<file path="config.mk">
export PLATFORM = sky130hd
export DESIGN_NAME = sess_priv_tracker
export DESIGN_NICKNAME = d
export VERILOG_FILES = /design/src/rtl/sess_pkg.sv /design/src/rtl/sess_trial_ctr.sv /design/src/rtl/sess_state.sv /design/src/rtl/sess_zone_perm.sv /design/src/rtl/sess_priv_tracker.sv
export SDC_FILE = /design/constraint.sdc
export NUM_CORES = 1
export LEC_CHECK = 0
export BUFFER_PORTS_ARGS = -buffer_cell sky130_fd_sc_hd__buf_2
export CORE_UTILIZATION = 45
export CTS_CLUSTER_SIZE = 40
export DETAILED_ROUTE_END_ITERATION = 8
export GPL_ROUTABILITY_DRIVEN = 0
export PLACE_DENSITY = 0.67
export SLEW_MARGIN = 40
export SYNTH_ARGS = -nofsm -noshare
export SYNTH_HDL_FRONTEND = slang
export SYNTH_SLANG_ARGS = --single-unit
</file>
<file path="constraint.sdc">
create_clock -name clk -period 2.7 [get_ports clk]
set_clock_uncertainty 0.1 [all_clocks]
set_input_delay 0.135 -clock clk [delete_from_list [all_inputs] [get_ports clk]]
set_output_delay 0.135 -clock clk [all_outputs]
set_load 0.005 [all_outputs]
</file>
<file path="src/rtl/sess_pkg.sv">
// Shared types for the session privilege tracker.
// Assumes a two-bit mode code that neighbours decode as 0/1/2.
package sess_pkg;
    typedef enum logic [1:0] {
        MODE_STD  = 2'd0,
        MODE_AUTH = 2'd1,
        MODE_ENC  = 2'd2
    } mode_t;
endpackage

</file>
<file path="src/rtl/sess_trial_ctr.sv">
// Consecutive-failure counter for one credential.
// A try in the same cycle as pass_i is a success only while unlocked.
// Success clears the count; failure raises it, saturating at the counter maximum.
// Assumes try_i is a one-cycle pulse.
module sess_trial_ctr #(
    parameter int CNT_W = 4,
    parameter int LIMIT = 4
) (
    input  logic clk,
    input  logic rst_n,
    input  logic try_i,
    input  logic pass_i,
    output logic grant_o
);
    localparam logic [CNT_W-1:0] CNT_MAX = {CNT_W{1'b1}};
    localparam logic [CNT_W-1:0] CNT_LIM = CNT_W'(LIMIT);

    logic [CNT_W-1:0] fail_cnt;
    logic             locked;

    // lockout once the failure count reaches the limit
    assign locked  = (fail_cnt >= CNT_LIM);
    assign grant_o = try_i && pass_i && !locked;

    // count consecutive failures; clear on success
    always_ff @(posedge clk) begin
        if (!rst_n) begin
            fail_cnt <= '0;
        end else if (try_i) begin
            if (grant_o)
                fail_cnt <= '0;
            else if (fail_cnt != CNT_MAX)
                fail_cnt <= fail_cnt + 1'b1;
        end
    end

    AST_PASS_CLEARS: assert property (@(posedge clk) disable iff (!rst_n)
        (try_i && pass_i && fail_cnt < CNT_LIM) |=> (fail_cnt == '0));

    AST_LOCK_HOLDS: assert property (@(posedge clk) disable iff (!rst_n)
        (fail_cnt >= CNT_LIM) |=> (fail_cnt >= CNT_LIM));

    AST_FAIL_COUNTS: assert property (@(posedge clk) disable iff (!rst_n)
        (try_i && !pass_i && fail_cnt < CNT_LIM) |=> (fail_cnt == $past(fail_cnt) + 1'b1));
endmodule

</file>
<file path="src/rtl/sess_state.sv">
// Session state register: mode, recorded key set, held password and abort flag.
// Inputs are qualified results (lockout already applied by the counters).
// Ordering within a cycle: password and authentication/encryption are
// independent; a MAC mismatch in a privileged mode overrides the mode update.
module sess_state
    import sess_pkg::*;
#(
    parameter int KEY_W = 2,
    parameter int SET_W = 3
) (
    input  logic             clk,
    input  logic             rst_n,
    input  logic             auth_done_i,
    input  logic             auth_pass_i,
    input  logic [KEY_W-1:0] auth_key_i,
    input  logic             enc_req_i,
    input  logic [KEY_W-1:0] enc_key_i,
    input  logic             pw_done_i,
    input  logic             pw_pass_i,
    input  logic [SET_W-1:0] pw_set_i,
    input  logic             pw_is_write_i,
    input  logic             mac_done_i,
    input  logic             mac_ok_i,
    output mode_t            mode_o,
    output logic [KEY_W-1:0] key_o,
    output logic             pw_valid_o,
    output logic [SET_W-1:0] pw_set_o,
    output logic             pw_write_o,
    output logic             abort_o
);
    mode_t            mode_q;
    logic [KEY_W-1:0] key_q;
    logic             pw_valid_q;
    logic [SET_W-1:0] pw_set_q;
    logic             pw_write_q;
    logic             abort_q;
    logic             mac_bad;

    // a mismatch counts only while a privilege is held
    assign mac_bad = mac_done_i && !mac_ok_i && (mode_q != MODE_STD);

    // hold the single active password
    always_ff @(posedge clk) begin
        if (!rst_n) begin
            pw_valid_q <= 1'b0;
            pw_set_q   <= '0;
            pw_write_q <= 1'b0;
        end else if (pw_done_i) begin
            pw_valid_q <= pw_pass_i;
            if (pw_pass_i) begin
                pw_set_q   <= pw_set_i;
                pw_write_q <= pw_is_write_i;
            end
        end
    end

    // mode and key set, with MAC revocation taking precedence
    always_ff @(posedge clk) begin
        if (!rst_n) begin
            mode_q  <= MODE_STD;
            key_q   <= '0;
            abort_q <= 1'b0;
        end else begin
            abort_q <= mac_bad;
            if (mac_bad) begin
                mode_q <= MODE_STD;
            end else if (auth_done_i) begin
                if (auth_pass_i) begin
                    mode_q <= MODE_AUTH;
                    key_q  <= auth_key_i;
                end else begin
                    mode_q <= MODE_STD;
                end
            end else if (enc_req_i && mode_q != MODE_STD && enc_key_i == key_q) begin
                mode_q <= MODE_ENC;
            end
        end
    end

    assign mode_o     = mode_q;
    assign key_o      = key_q;
    assign pw_valid_o = pw_valid_q;
    assign pw_set_o   = pw_set_q;
    assign pw_write_o = pw_write_q;
    assign abort_o    = abort_q;

    AST_ENC_FROM_AUTH: assert property (@(posedge clk) disable iff (!rst_n)
        (mode_q == MODE_ENC && $past(mode_q) != MODE_ENC) |-> ($past(mode_q) == MODE_AUTH));

    AST_AUTH_FAIL_DROPS: assert property (@(posedge clk) disable iff (!rst_n)
        (auth_done_i && !auth_pass_i) |=> (mode_q == MODE_STD));

    AST_MAC_REVOKES: assert property (@(posedge clk) disable iff (!rst_n)
        (mac_done_i && !mac_ok_i && mode_q != MODE_STD) |=> (mode_q == MODE_STD && abort_q));

    AST_ABORT_SINGLE: assert property (@(posedge clk) disable iff (!rst_n)
        abort_q |=> !abort_q);

    AST_PW_NO_MODE: assert property (@(posedge clk) disable iff (!rst_n)
        (pw_done_i && !auth_done_i && !enc_req_i && !mac_done_i) |=> $stable(mode_q));
endmodule

</file>
<file path="src/rtl/sess_zone_perm.sv">
// Permission decode for one zone from its requirement field and the session state.
// Field layout: [0] needs password, [SET_W:1] set, [SET_W+1] needs auth,
// [SET_W+2 +: KEY_W] key set, [top] needs encryption. Purely combinational.
module sess_zone_perm
    import sess_pkg::*;
#(
    parameter int KEY_W = 2,
    parameter int SET_W = 3,
    localparam int CFG_W = SET_W + KEY_W + 3
) (
    input  logic [CFG_W-1:0] cfg_i,
    input  mode_t            mode_i,
    input  logic [KEY_W-1:0] key_i,
    input  logic             pw_valid_i,
    input  logic [SET_W-1:0] pw_set_i,
    input  logic             pw_write_i,
    output logic             rd_o,
    output logic             wr_o
);
    logic             need_pw, need_auth, need_enc;
    logic [SET_W-1:0] want_set;
    logic [KEY_W-1:0] want_key;
    logic             pw_rd_ok, pw_wr_ok, auth_ok, enc_ok;

    assign need_pw   = cfg_i[0];
    assign want_set  = cfg_i[SET_W:1];
    assign need_auth = cfg_i[SET_W+1];
    assign want_key  = cfg_i[SET_W+2 +: KEY_W];
    assign need_enc  = cfg_i[CFG_W-1];

    // combine the password, authentication and encryption conditions
    always_comb begin
        pw_rd_ok = !need_pw || (pw_valid_i && pw_set_i == want_set);
        pw_wr_ok = !need_pw || (pw_valid_i && pw_set_i == want_set && pw_write_i);
        auth_ok  = !need_auth || (mode_i != MODE_STD && key_i == want_key);
        enc_ok   = !need_enc || (mode_i == MODE_ENC && key_i == want_key);
        rd_o     = pw_rd_ok && auth_ok && enc_ok;
        wr_o     = pw_wr_ok && auth_ok && enc_ok;
    end
endmodule

</file>
<file path="src/rtl/sess_priv_tracker.sv">
// Top of the session privilege tracker. Routes result pulses through one
// failure counter per key set and per password set, keeps the session state,
// and decodes per-zone permissions. Assumes at most one pulse of each kind per
// cycle and a zone configuration that is stable while used.
module sess_priv_tracker
    import sess_pkg::*;
#(
    parameter int N_ZONES     = 8,
    parameter int N_PWSETS    = 8,
    parameter int N_KEYSETS   = 4,
    parameter int CNT_W       = 4,
    parameter int TRIAL_LIMIT = 4,
    localparam int SET_W = $clog2(N_PWSETS),
    localparam int KEY_W = $clog2(N_KEYSETS),
    localparam int CFG_W = SET_W + KEY_W + 3
) (
    input  logic                     clk,
    input  logic                     rst_n,
    input  logic                     auth_done_i,
    input  logic                     auth_match_i,
    input  logic [KEY_W-1:0]         auth_key_i,
    input  logic                     enc_req_i,
    input  logic [KEY_W-1:0]         enc_key_i,
    input  logic                     pw_done_i,
    input  logic                     pw_match_i,
    input  logic [SET_W-1:0]         pw_set_i,
    input  logic                     pw_is_write_i,
    input  logic                     mac_done_i,
    input  logic                     mac_ok_i,
    input  logic [N_ZONES*CFG_W-1:0] zone_cfg_i,
    output logic [1:0]               mode_o,
    output logic [N_ZONES-1:0]       zone_rd_o,
    output logic [N_ZONES-1:0]       zone_wr_o,
    output logic                     cmd_abort_o
);
    logic [N_KEYSETS-1:0] key_grant;
    logic [N_PWSETS-1:0]  pw_grant;
    mode_t                mode_s;
    logic [KEY_W-1:0]     key_s;
    logic                 pw_valid_s, pw_write_s, abort_s;
    logic [SET_W-1:0]     pw_set_s;

    // one failure counter per key set
    for (genvar k = 0; k < N_KEYSETS; k++) begin : g_key
        sess_trial_ctr #(.CNT_W(CNT_W), .LIMIT(TRIAL_LIMIT)) u_ctr (
            .clk    (clk),
            .rst_n  (rst_n),
            .try_i  (auth_done_i && auth_key_i == KEY_W'(k)),
            .pass_i (auth_match_i),
            .grant_o(key_grant[k])
        );
    end

    // one failure counter per password set
    for (genvar p = 0; p < N_PWSETS; p++) begin : g_pw
        sess_trial_ctr #(.CNT_W(CNT_W), .LIMIT(TRIAL_LIMIT)) u_ctr (
            .clk    (clk),
            .rst_n  (rst_n),
            .try_i  (pw_done_i && pw_set_i == SET_W'(p)),
            .pass_i (pw_match_i),
            .grant_o(pw_grant[p])
        );
    end

    sess_state #(.KEY_W(KEY_W), .SET_W(SET_W)) u_state (
        .clk          (clk),
        .rst_n        (rst_n),
        .auth_done_i  (auth_done_i),
        .auth_pass_i  (|key_grant),
        .auth_key_i   (auth_key_i),
        .enc_req_i    (enc_req_i),
        .enc_key_i    (enc_key_i),
        .pw_done_i    (pw_done_i),
        .pw_pass_i    (|pw_grant),
        .pw_set_i     (pw_set_i),
        .pw_is_write_i(pw_is_write_i),
        .mac_done_i   (mac_done_i),
        .mac_ok_i     (mac_ok_i),
        .mode_o       (mode_s),
        .key_o        (key_s),
        .pw_valid_o   (pw_valid_s),
        .pw_set_o     (pw_set_s),
        .pw_write_o   (pw_write_s),
        .abort_o      (abort_s)
    );

    // per-zone permission decode
    for (genvar z = 0; z < N_ZONES; z++) begin : g_zone
        sess_zone_perm #(.KEY_W(KEY_W), .SET_W(SET_W)) u_perm (
            .cfg_i     (zone_cfg_i[z*CFG_W +: CFG_W]),
            .mode_i    (mode_s),
            .key_i     (key_s),
            .pw_valid_i(pw_valid_s),
            .pw_set_i  (pw_set_s),
            .pw_write_i(pw_write_s),
            .rd_o      (zone_rd_o[z]),
            .wr_o      (zone_wr_o[z])
        );
    end

    assign mode_o      = mode_s;
    assign cmd_abort_o = abort_s;

    AST_WR_NEEDS_RD: assert property (@(posedge clk) disable iff (!rst_n)
        ((zone_wr_o & ~zone_rd_o) == '0));

    AST_MODE_LEGAL: assert property (@(posedge clk) disable iff (!rst_n)
        (mode_o != 2'd3));

    AST_RESET_STD: assert property (@(posedge clk)
        !rst_n |=> (mode_o == 2'd0 && !cmd_abort_o));
endmodule

</file>
After elaboration in Yosys (flattened, before gate mapping)
Cells that the tools add are included.
{ "classes": {"n_mux": 27, "n_bitwise": 2, "eq_ne": 40, "order_cmp": 12, "n_reduce_logical": 206, "n_addsub": 12} }
{ "ops": {"columns": ["cell", "n"], "rows": [
  ["$logic_and A1 B1 Y1", 104],
  ["$mux W4", 24],
  ["$add A4 B1 Y4 const B", 12],
  ["$ge A4 B3 Y1 const B", 12],
  ["$ne A4 B4 Y1 const B", 12],
  ["$logic_not A1 Y1", 37],
  ["$logic_or A1 B1 Y1", 32],
  ["$reduce_bool A2 Y1", 14],
  ["$reduce_and A2 Y1", 13],
  ["$eq A3 B3 Y1", 8],
  ["$eq A2 B2 Y1", 9],
  ["$eq A3 B3 Y1 const B", 4],
  ["$reduce_or A8 Y1", 1],
  ["$eq A2 B2 Y1 const B", 3],
  ["$eq A3 B2 Y1 const B", 2],
  ["$mux W2", 2],
  ["$reduce_or A4 Y1", 1],
  ["$eq A3 B1 Y1 const B", 1],
  ["$logic_not A3 Y1", 1],
  ["$reduce_and A3 Y1", 1],
  ["$eq A2 B1 Y1 const B", 1],
  ["$logic_not A2 Y1", 1],
  ["$not A1 Y1", 2],
  ["$reduce_or A2 Y1", 1],
  ["$mux W1", 1]
]} }
{ "totals": {"elab_cells": 317, "ff_bits": 58, "input_bits": 81, "out_inout_bits": 19} }

Depth between registers and ports, before layout
{ "logic_depth": {"ltp_word": 7, "ltp_mapped": 7, "depth_no_buf": 6} }

Modules after synthesis
From an unflattened synthesis, not the netlist that was laid out.
{ "unflattened": {"cells_unflattened": 478, "hier_area_um2": 3717.3} }
{ "by_module_without_submodules": {"columns": ["mod", "cells_each", "seq_area_each_um2", "area_each_um2", "n_inst"], "rows": [
  ["sess_trial_ctr", 25, 80.1, 202.7, 12],
  ["sess_zone_perm", 14, 0.0, 96.3, 8],
  ["sess_state", 44, 200.2, 401.6, 1],
  ["sess_priv_tracker", 22, 0.0, 112.6, 1]
]} }

Worst setup path before layout
OpenSTA, ideal clock, no wires.
{ "synth_path": {"kind": "reg-to-reg", "start": "register g_pw[0].u_ctr.fail_cnt[0]", "end": "register g_pw[0].u_ctr.fail_cnt[3]", "n_path_buf": 0, "stages_incl_launch_ff": 7, "slack_ns": 1.129, "t_required_ns": 2.465, "period_less_slack_ns": 1.571, "t_arrival_ns": 1.336, "cell_sequence": "dfxtp_1 > ha_1 > and3_1 > nor4_2 > nand4_1 > xor2_1 > nor2_1"} }
{ "synth_via": {"elab_chain_cells": 5, "elab_cells_between_ends": 9, "classes_between": "add/sub: 1; order compare: 1; eq/ne: 1; mux: 2; reduce/logical: 4"} }
{ "synth_rtl": {"columns": ["item", "line_no", "text"], "rows": [
  ["start: declaration", "sess_trial_ctr.sv:18", "logic [CNT_W-1:0] fail_cnt;"],
  ["start signal: assignment", "sess_trial_ctr.sv:33", "fail_cnt <= fail_cnt + 1'b1;"],
  ["$ge A4 B3 Y1", "sess_trial_ctr.sv:22", "assign locked = (fail_cnt >= CNT_LIM);"],
  ["$logic_not A1 Y1", "sess_trial_ctr.sv:23", "assign grant_o = try_i && pass_i && !locked;"],
  ["$logic_and A1 B1 Y1", "sess_trial_ctr.sv:23", null],
  ["$reduce_bool A2 Y1 (no line)", null, null],
  ["$reduce_and A2 Y1 (no line)", null, null]
]} }
Parallel ways exist; a longest one is shown, timed or not. The select of a mux whose other input is x is not followed.
A chain may end at the register's enable or synchronous reset.

Worst setup path after layout
{ "layout_path": {"start": "register u_state.key_q[1], in the netlist u_state.key_o[1]", "end": "output zone_wr_o[5]"} }
{ "layout_via": {"elab_chain_cells": 5, "elab_cells_between_ends": 7, "classes_between": "eq/ne: 1; reduce/logical: 6"} }
{ "layout_rtl": {"columns": ["item", "line_no", "text"], "rows": [
  ["start: declaration", "sess_state.sv:32", "logic [KEY_W-1:0] key_q;"],
  ["start signal: assignment", "sess_state.sv:70", "key_q <= auth_key_i;"],
  ["$eq A2 B2 Y1 *", "sess_zone_perm.sv:35, sess_zone_perm.sv:36", null],
  ["$logic_and A1 B1 Y1", "sess_zone_perm.sv:35", "auth_ok = !need_auth || (mode_i != MODE_STD && key_i == want_key);"],
  ["$logic_or A1 B1 Y1", "sess_zone_perm.sv:35", null],
  ["$logic_and A1 B1 Y1", "sess_zone_perm.sv:38", "wr_o = pw_wr_ok && auth_ok && enc_ok;"],
  ["$logic_and A1 B1 Y1 *", "sess_zone_perm.sv:38", null],
  ["end: declaration", "sess_priv_tracker.sv:33", "output logic [N_ZONES-1:0] zone_wr_o,"]
]} }
Mark *: on every way between the ends. The rest lies on a longest branch, timed or not.

==> impl_results.md <==
* Outcome: finished clean
* Layout cells sized above 1 at 21.67%
* ANT cells at 0
* DR DRC count at 0
* Crit path launch type: flip-flop
* DP HPWL at 6788 µm
* Worst IR Drop VDD at 0.2159 mV
* Num CTS Buffers at 9
* Chip height at 93.62 µm
* Synth Cell Area at 0.003777 mm²
* DRT iter0 DRCs at 109
* Final-report max-slew violation count at 0
* Starting Density at 46.20%
* Seq/Total Area, Yosys at 30.74%
* All-Layer GR Usage at 20.78%
* P_leak at 1.775 nW
* Post-CTS Repair Setup Buffers at 0
* Floorplan core area at 0.008175 mm²
* Synthesis Warnings at 0
* Clock Tree Buf Depth at 2
* Vias/cell at 5.411
* Post-Syn Nets at 547
* Pwr Density at 456.5 mW/mm²
* Vias in the first global route at 3,220
* Die width at 93.62 µm
* Final setup vio count at 0
* First-pass GRT wire length at 14,190 µm
* Maxcap violations at 0
* Hold path start: mac_ok_i
* RSZ-0062 raised after global routing: no
* Initial antenna violation count at 0
* Top FF cell, synth: dfxtp_1
* Syn avg cell area at 8.320 µm²
* Worst flop-to-flop path startpoint: g_pw[0].u_ctr.fail_cnt[2]
* Die footprint at 0.008765 mm²
* Synth Register Bits at 58
* Max Clk Rate at 0.4044 GHz
* Min Tclk post-route at 2.473 ns
* Number of library cell types mapped by synthesis at 49
* Worst Setup Path Type: flip-flop to output port
* Fin. Hold Viols at 0
* Worst Setup End Kind: output port
* Avg WL per Cell at 14.02 µm
* Largest net degree at the start of global routing at 41
* Vias post-DR at 3,490
* Min-Delay Path Class: primary input to flip-flop
* Final cycle utilization of the critical path at 91.60%
* Number of enable flip-flop cells after synthesis at 0
* Synth async-reset ratio at 0%
* Worst slew pin tran at 0.6840 ns
* Final WL at 9045 µm
* Buffers on Ports at 99
* Number of placement rows at 33
* Worst setup path start: u_state.key_o[1]
* Final Total Pwr at 0.002024 W
* Slew headroom at 53.98%
* Skew-Pair Late Insertion Delay at 0.34 ns
* Arr. time, crit path at 2.24 ns
* Hold Path Stages at 3
* Worst R2R Path Depth at 5
* Setup tns final at 0 ns
* Area grow syn2layout at 17.36%
* Routed Antenna Nets at 0
* Worst-path clk slew at 0.06 ns
* CTS Root Cell: clkbuf_8
* # nets final at 628
* CTS H-tree depth at 3
* Worst path required time at 2.47 ns
* Clk sink count at 58
* Pre-antenna DRT Iters at 4
* # IOs at 100
* TritonCTS clock tree: done
* Overflow after GRT at 0
* Worst Path Max Fanout at 10
* Mapped Cells at 454
[worst paths after layout]
| path | end | slack, ns |
|---|---|---|
| max | zone_wr_o[5] | 0.23 |
| min | u_state.abort_o | 0.02 |
| max reg2reg | u_state.pw_set_o[1] | 0.96 |
| min reg2reg | g_pw[6].u_ctr.fail_cnt[1] | 0.39 |
[Yosys cell counts (2+ instances only)]
cell	n	share of area, %
a211oi_1	11	2.2
a21boi_0	8	1.6
a21oi_1	29	3.8
a31oi_1	6	0.99
a41oi_1	10	2.3
and3_1	3	0.50
and4b_1	2	0.53
buf_1	3	0.30
buf_2	4	0.53
buf_4	16	3.2
clkbuf_1	7	0.70
dfxtp_1	58	31
ha_1	12	4.0
inv_1	3	0.30
mux2i_1	10	2.6
nand2_1	42	4.2
nand2b_1	11	1.8
nand3_1	23	3.0
nand3b_1	2	0.40
nand4_1	17	2.8
nand4b_1	2	0.46
nand4bb_1	2	0.60
nor2_1	36	3.6
nor2b_1	22	3.6
nor3_1	9	1.2
nor3b_1	9	1.8
nor4_1	2	0.33
nor4_2	2	0.66
o21ai_0	6	0.79
o21bai_1	2	0.40
or3_1	2	0.33
or3b_1	3	0.70
xnor2_1	49	11
xor2_1	16	3.7
[what timing repair did]
action	CTS	global route
hold buffers	2	0
resized for setup	0	0
endpoints found under the hold margin	2	0
[sequential cells by signal (all words and copies together), names as in the netlist]
signal,count
g_pw.u_ctr.fail_cnt,32
g_key.u_ctr.fail_cnt,16
u_state.pw_set_o,3
u_state.key_o,2
u_state.mode_o,2
u_state.abort_o,1
u_state.pw_valid_o,1
u_state.pw_write_o,1
[area by class of cell]
class	count	area [µm²]
clock buffer	14	162.7
fill	774	3742
multi-input combinational	361	2412
timing repair buffer	101	515.5
tap	105	131.4
sequential	58	1161
clock inverter	2	35.03
inverter	4	15.01
[through the flow]
| stage | std cells | utilization (%) | cell area [µm²] | worst slack [ns] | hold WS [ns] |
|---|---|---|---|---|---|
| 5_1_grt | 645 | 54.22 | 4433 | 0.1215 | 0.03690 |
| 4_1_cts | 645 | 54.22 | 4433 | 0.1989 | 0.01389 |
| 6_report | 645 | 54.22 | 4433 | 0.2269 | 0.02111 |
| 3_3_place_gp | 627 | 51.56 | 4215 | 0.6252 | 0.2836 |
| 3_5_place_dp | 627 | 51.56 | 4215 | 0.5906 | 0.2907 |
| 2_1_floorplan | 454 | - | 3777 | 1.130 | 0.1143 |
[report_power, final]
group	internal (W)	switching, W
Sequential	0.000872	0.0000365
Clock	0.000476	0.000330
Combinational	0.000154	0.000155
[layout by cell type (no fill, tap or decap), drive strengths merged, types with 3 or more instances in the layout]
master  instances
nand2          42
nand4          17
dfxtp          58
nor2           36
a21boi          9
nor4            5
clkbuf         14
inv             3
o21ai           6
mux2i          10
xor2           16
a21oi          29
nand3          23
a31oi           6
ha             12
or3b            3
and3            3
a211oi         11
buf            99
a41oi          10
nor3            9
nor2b          22
nand2b         11
nor3b           9
xnor2          49
[kinds of logic (layout without fill, tap and decap cells)]
group	after synthesis	in the layout	synth area share [%]
fa+ha+maj	12	12	3.975
simple gates	193	193	27.76
xor+xnor	65	65	15.07
mux	10	10	2.650
flops	58	58	30.74
compound gates	81	81	14.41
buf+inv	35	121	5.399
[worst max-delay path: stages (launching register included)]
cell and delay (ns):
dfxtp_1 0.67, xnor2_1 0.21, nand3_1 0.10, a21oi_1 0.16, a41oi_1 0.09, a211oi_1 0.47, buf_2 0.20
[metal layers]
metal | track usage (%) | vias to the layer above | share of wire (%)
met5 | 0 | - | 0
met4 | 10.13 | 0 | 2.7
met3 | 4.715 | 18 | 6.1
met2 | 37.07 | 101 | 48
met1 | 23.14 | 1593 | 44
li1 | - | 1778 | -
(Power assumes the default switching activity.)
